**config.mk**
```make
export PLATFORM = sky130hd
export DESIGN_NAME = vrseq_top
export DESIGN_NICKNAME = d
export VERILOG_FILES = /design/src/rtl/vrseq_pkg.sv /design/src/rtl/vrseq_gate.sv /design/src/rtl/vrseq_ramp.sv /design/src/rtl/vrseq_dwell.sv /design/src/rtl/vrseq_ovlatch.sv /design/src/rtl/vrseq_top.sv
export SDC_FILE = /design/constraint.sdc
export NUM_CORES = 1
export LEC_CHECK = 0
export CELL_PAD_IN_SITES_DETAIL_PLACEMENT = 1
export CELL_PAD_IN_SITES_GLOBAL_PLACEMENT = 1
export CORE_UTILIZATION = 31
export CTS_CLUSTER_DIAMETER = 120
export CTS_CLUSTER_SIZE = 16
export DETAILED_ROUTE_END_ITERATION = 6
export GPL_ROUTABILITY_DRIVEN = 0
export GPL_TIMING_DRIVEN = 0
export PLACE_DENSITY_LB_ADDON = 0.15
export SLEW_MARGIN = 15
export SYNTH_ARGS = -nofsm -noshare
export SYNTH_HDL_FRONTEND = slang
export SYNTH_SLANG_ARGS = --single-unit
```
**constraint.sdc**
```tcl
create_clock -name clk -period 2.3 [get_ports clk]
set_input_delay 0.46 -clock clk [delete_from_list [all_inputs] [get_ports clk]]
set_output_delay 0.46 -clock clk [all_outputs]
set_load 0.02 [all_outputs]
```
**src/rtl/vrseq_pkg.sv**
```systemverilog
package vrseq_pkg;
  typedef enum logic [1:0] {
    SQ_OFF  = 2'd0,
    SQ_RAMP = 2'd1,
    SQ_RUN  = 2'd2,
    SQ_PARK = 2'd3
  } sq_state_e;
endpackage

```
**src/rtl/vrseq_gate.sv**
```systemverilog
module vrseq_gate #(
  parameter int VID_W = 6
) (
  input  logic             supply_ok,
  input  logic             cmp_en,
  input  logic             logic_en,
  input  logic [VID_W-1:0] vid,
  output logic             hard_ok,
  output logic             noload
);
  localparam logic [VID_W-2:0] UPPER_ONES = {(VID_W-1){1'b1}};

  always_comb begin
    hard_ok = supply_ok & cmp_en & logic_en;
    // both reserved codes share all ones above bit 0
    noload  = (vid[VID_W-1:1] == UPPER_ONES);
  end
endmodule

```
**src/rtl/vrseq_ramp.sv**
```systemverilog
module vrseq_ramp #(
  parameter int RAMP_W   = 4,
  parameter int RAMP_TOP = 15
) (
  input  logic              clk,
  input  logic              rst,
  input  logic              clr,
  input  logic              adv,
  output logic [RAMP_W-1:0] cnt,
  output logic              done
);
  localparam logic [RAMP_W-1:0] TOP = RAMP_W'(RAMP_TOP);

  always_ff @(posedge clk) begin
    if (rst || clr)
      cnt <= '0;
    else if (adv && cnt != TOP)
      cnt <= cnt + 1'b1;
  end

  assign done = (cnt == TOP);

  a_r3_ramp_step: assert property (@(posedge clk) disable iff (rst)
    (adv && !clr && cnt != TOP) |=> cnt == $past(cnt) + 1'b1);
  a_r3_ramp_bound: assert property (@(posedge clk) disable iff (rst)
    cnt <= TOP);
endmodule

```
**src/rtl/vrseq_dwell.sv**
```systemverilog
module vrseq_dwell #(
  parameter int NL_CYC = 2
) (
  input  logic clk,
  input  logic rst,
  input  logic clr,
  input  logic stb,
  output logic expire
);
  localparam int DW_W = (NL_CYC < 2) ? 1 : $clog2(NL_CYC);
  localparam logic [DW_W-1:0] LAST = DW_W'(NL_CYC - 1);

  logic [DW_W-1:0] cnt;

  always_ff @(posedge clk) begin
    if (rst || clr)
      cnt <= '0;
    else if (stb && cnt != LAST)
      cnt <= cnt + 1'b1;
  end

  assign expire = stb && (cnt == LAST);

  a_r4_dwell_bound: assert property (@(posedge clk) disable iff (rst)
    cnt <= LAST);
endmodule

```
**src/rtl/vrseq_ovlatch.sv**
```systemverilog
module vrseq_ovlatch (
  input  logic clk,
  input  logic rst,
  input  logic supply_ok,
  input  logic ov_fault,
  output logic ov_lat
);
  always_ff @(posedge clk) begin
    if (rst || !supply_ok)
      ov_lat <= 1'b0;
    else if (ov_fault)
      ov_lat <= 1'b1;
  end

  a_r9_latch_hold: assert property (@(posedge clk) disable iff (rst)
    (ov_lat && supply_ok) |=> ov_lat);
  a_r9_latch_clear: assert property (@(posedge clk) disable iff (rst)
    !supply_ok |=> !ov_lat);
endmodule

```
**src/rtl/vrseq_top.sv**
```systemverilog
module vrseq_top #(
  parameter int VID_W    = 6,
  parameter int RAMP_W   = 4,
  parameter int RAMP_TOP = 15,
  parameter int NL_CYC   = 2
) (
  input  logic              clk,
  input  logic              rst,
  input  logic              supply_ok,
  input  logic              cmp_en,
  input  logic              logic_en,
  input  logic [VID_W-1:0]  vid,
  input  logic              ov_fault,
  input  logic              in_window,
  input  logic              cyc_stb,
  output logic              pwm_en,
  output logic [RAMP_W-1:0] ss_ramp,
  output logic              trip_sel_off,
  output logic              pgood
);
  import vrseq_pkg::*;

  sq_state_e st, nxt;
  logic hard_ok, noload, ov_lat, ov_trip;
  logic ramp_clr, ramp_adv, ramp_done, dwell_exp;

  vrseq_gate #(.VID_W(VID_W)) u_gate (
    .supply_ok(supply_ok), .cmp_en(cmp_en), .logic_en(logic_en),
    .vid(vid), .hard_ok(hard_ok), .noload(noload)
  );

  vrseq_ovlatch u_ov (
    .clk(clk), .rst(rst), .supply_ok(supply_ok),
    .ov_fault(ov_fault), .ov_lat(ov_lat)
  );

  assign ov_trip = ov_fault | ov_lat;

  always_comb begin
    nxt = st;
    case (st)
      SQ_OFF:  if (!noload) nxt = SQ_RAMP;
      SQ_RAMP: if (noload) nxt = SQ_PARK;
               else if (ramp_done) nxt = SQ_RUN;
      SQ_RUN:  if (noload) nxt = SQ_PARK;
      SQ_PARK: if (!noload) nxt = SQ_RAMP;
               else if (dwell_exp) nxt = SQ_OFF;
      default: nxt = SQ_OFF;
    endcase
    if (!hard_ok || ov_trip)
      nxt = SQ_OFF;
  end

  assign ramp_clr = (nxt == SQ_OFF) || (nxt == SQ_RAMP && st != SQ_RAMP);
  assign ramp_adv = (st == SQ_RAMP) && cyc_stb;

  vrseq_ramp #(.RAMP_W(RAMP_W), .RAMP_TOP(RAMP_TOP)) u_ramp (
    .clk(clk), .rst(rst), .clr(ramp_clr), .adv(ramp_adv),
    .cnt(ss_ramp), .done(ramp_done)
  );

  vrseq_dwell #(.NL_CYC(NL_CYC)) u_dwell (
    .clk(clk), .rst(rst), .clr(st != SQ_PARK), .stb(cyc_stb),
    .expire(dwell_exp)
  );

  always_ff @(posedge clk) begin
    if (rst) begin
      st           <= SQ_OFF;
      pwm_en       <= 1'b0;
      trip_sel_off <= 1'b1;
      pgood        <= 1'b0;
    end else begin
      st           <= nxt;
      pwm_en       <= (nxt != SQ_OFF);
      trip_sel_off <= (nxt == SQ_OFF);
      pgood        <= (nxt == SQ_RUN) && in_window;
    end
  end

  a_r8_hard_off: assert property (@(posedge clk) disable iff (rst)
    !hard_ok |=> !pwm_en);
  a_r6_ov_off: assert property (@(posedge clk) disable iff (rst)
    ov_fault |=> (!pwm_en && trip_sel_off));
  a_r7_pg_needs_pwm: assert property (@(posedge clk) disable iff (rst)
    pgood |-> pwm_en);
  a_r7_pg_window: assert property (@(posedge clk) disable iff (rst)
    !in_window |=> !pgood);
  a_r4_park_keeps_pwm: assert property (@(posedge clk) disable iff (rst)
    (st == SQ_RUN && noload && hard_ok && !ov_trip) |=> pwm_en);
endmodule

```
==> summary.md <==
| Metric | Value |
|---|---|
| CP Max Fanout | 5 |
| Worst path slowest cell | or4b_4 |
| Root buffer cell | clkbuf_4 |
| Post-CTS Hold Fix Bufs | 0 |
| Number of buffers added on ports | 19 |
| Failing checks | design-rule violations |
| Post-synthesis cell area | 534 um2 |
| Yosys reg bits | 11 |
| # Post-CTS Setup Buffers | 0 |
| DR vias | 520 |
| # nets final | ~100 |
| Initial antenna violation count | 0 |
| Die width | 43.5 um |
| Worst path bufs/invs | 1 |
| Largest net degree at the start of global routing | 10 |
| First-pass GRT wire length | 2100 um |
| RSZ-0062 raised after global routing | false |
| WP data arrival | around 2.1 ns |
| Register area share after synthesis | around 41% |
| Pre-antenna DRT Iters | 6 |
| HP Class | reg2reg |
| Initial drt markers | 6 |
| Vias in the first global route | 500 |
| Setup-failing EPs final | 0 |
| Antenna cells | 0 |
| Dpl hpwl | 1010 um |
| Clock tree sinks | 11 |
| Core area | roughly 0.0016 mm2 |
| Avg WL per Cell | 12.7 um |
| Grt total ovfl | 0 |
| Most common cell after layout, fill and taps aside | clkdlybuf4s50_1 |
| Worst Skew | roughly 0.0023 ns |
| Bufs on Longest Clock Path | 2 |
| Worst-Margin Slew | about 0.45 ns |
| H-tree Lvls | 1 |
| Via density | 5.31 |
| Number of distinct library cells after synthesis | 30 |
| Worst-Skew Late Latency | about 0.28 ns |
| Leading post-synthesis cells by cell area | dfxtp_1, nor2_1, xnor2_1 |
| Most frequent cells in the layout | clkdlybuf4s50_1, dfxtp_1, nor2_1 |
| Post-synth top area cell | dfxtp_1 |
| PD cells | roughly 470 mW/mm2 |
| Largest stage delay on the critical path | between 0.5 and 0.6 ns |
| Drt drc | 2 |
| Final WL | about 1200 um |
| Setup crit start kind | input pin |
| Setup tns final | 0 ns |
| Post-DP Area | between 700 and 800 um2 |
| Die span in y | 43.5 um |
| Hold Vio Cnt, Final | 0 |
| Yosys warnings | 0 |
| Worst EP required | 2.50 ns |
| Post-synthesis net count | 74 |
| Kind of cell adding the most delay to the critical path | simple AND/OR/NAND/NOR gates |
| Filler instances | ~190 |
| Tmin final | approximately 1.8 ns |
| Slew margin rel. | between 60% and 70% |
| Syn avg cell area | roughly 9 um2 |
| Share of cells above drive strength 1 | 11.0% |
| Maximum clock frequency | around 540 MHz |
| Post-CTS Resized | 0 |
| Worst vdd ir | 0.373 mV |
| Initial core utilization | between 30 and 40% |
| Critical path, cell by cell | clkdlybuf4s50_1 -> nand2b_1 -> or4b_4 -> a31o_1 -> a211oi_2 |
| CTS clk-pin slew, worst paths | about 0.070 ns |
| Antenna violation net count after detailed routing | 0 |
| CTS tree | built |
| All-layer global routing usage | roughly 16% |
| Pins Over Slew Limit | 0 |
| TritonCTS buffer count | 3 |
| Final period util | roughly 80% |
| Area share of the largest cell type after synthesis | about 41% |
| I/O Pins | 21 |
| Status | finished, violations left |
| CP endpoint kind | flip-flop |
| CP Class | in2reg |
| Area delta synth->final | 44.5% |
| Leak | roughly 0.27 nW |
| Post-Synthesis Cells | slightly below 60 |
| # Max-Cap Violations | 0 |
| Cell Rows | 14 |
| Final Instance Area | between 700 and 800 um2 |
| Die footprint | 0.00189 mm2 |
## synthesized netlist by cell type
cell type and n:
nor2_1 10, ha_1 1, and3b_1 1, a211oi_1 1, a21oi_1 2, buf_2 1, o211a_1 1, a211oi_2 1
nand2b_1 1, nand3b_1 1, dfxtp_1 11, inv_1 1, nand2_1 4, and4_1 1, nor2b_1 1, or4b_4 1
nand4_1 2, nand3_1 3, nor4b_2 1, a21boi_0 1, nor3_1 2, o32ai_2 1, and3_1 1, nor4_1 1
o21ai_0 2, a2bb2oi_1 1, a31o_1 1, xnor2_1 2, and2_1 1, o2bb2ai_1 1
## path summary, 6_finish.rpt
kind | start | slack, ns | depth (start not counted) | endpoint
worst max-delay path | rst | 0.46 | 5 | u_ramp.cnt[2]$_SDFFE_PP0P_
worst max register to register | st[1]$_SDFF_PP0_ | 0.75 | 5 | u_ramp.cnt[2]$_SDFFE_PP0P_
worst min-delay path | u_ov.ov_lat$_SDFFE_PP0P_ | 0.49 | 2 | u_ov.ov_lat$_SDFFE_PP0P_
worst min register to register | u_ov.ov_lat$_SDFFE_PP0P_ | 0.49 | 2 | u_ov.ov_lat$_SDFFE_PP0P_
## logic make-up (layout without fill, tap and decap cells)
group	count (synthesis)	in the layout	synth area share [%]
adders and majority gates	1	1	2.34
AOI/OAI and AO/OA	12	12	18.7
and+or+nand+nor	31	31	32.8
xor gates and xnor gates	2	2	3.28
buffers and inverters	2	25	1.64
DFF	11	11	41.2
## worst reg2reg max path, delay by kind of cell, from the launching register on
| family | cells | cell delay [ns] |
|---|---|---|
| simple gates | 2 | 0.59 |
| buf+inv | 1 | 0.17 |
| compound gates | 2 | 0.41 |
| flops | 1 | 0.30 |
## power breakdown
group | internal (mW) | switching (mW)
registers | 0.192 | 0.00103
logic | 0.0231 | 0.0114
clock network | 0.0646 | 0.0704
total | 0.280 | 0.0829
## flip-flops by register name (all words and copies together), names as in the netlist
| register | flops |
|---|---|
| trip_sel_off | 1 |
| u_dwell.cnt | 1 |
| pwm_en | 1 |
| st | 2 |
| pgood | 1 |
| u_ov.ov_lat | 1 |
| u_ramp.cnt | 4 |
## per-layer routing
metal  vias up  part of all wire, %  track usage [%]
met3         0                  6.4             8.33
met5         -                    0                0
li1        266                    -                -
met1       241                   43             17.9
met2        13                   50             25.8
met4         0                    0             3.75
## per-stage QoR
step / cells / power, mW / utilization, % / worst slack (ns) / hold slack (ns)
after floorplan: 59 / 0.206 / - / 0.704 / 0.445
after global placement: 94 / 0.232 / 47.8 / 0.174 / 0.462
after detailed placement: 94 / 0.232 / 47.8 / 0.155 / 0.486
after CTS: 98 / 0.369 / 49.5 / 0.439 / 0.507
after global routing: 98 / 0.381 / 49.5 / 0.386 / 0.541
final: 98 / 0.363 / 49.5 / 0.459 / 0.494
## final cells by class
| class | count | area, um2 | share of cell area, % |
|---|---|---|---|
| inverters | 1 | 3.75 | 0.486 |
| multi-input cells | 46 | 305 | 39.5 |
| repair buffers | 19 | 190 | 24.6 |
| clock inverters | 1 | 5.00 | 0.648 |
| flip-flops and latches | 11 | 220 | 28.5 |
| plain buffers | 1 | 5.00 | 0.648 |
| clock buffers | 3 | 22.5 | 2.92 |
| well taps | 16 | 20.0 | 2.59 |
Power figures use the tool's default switching activity.
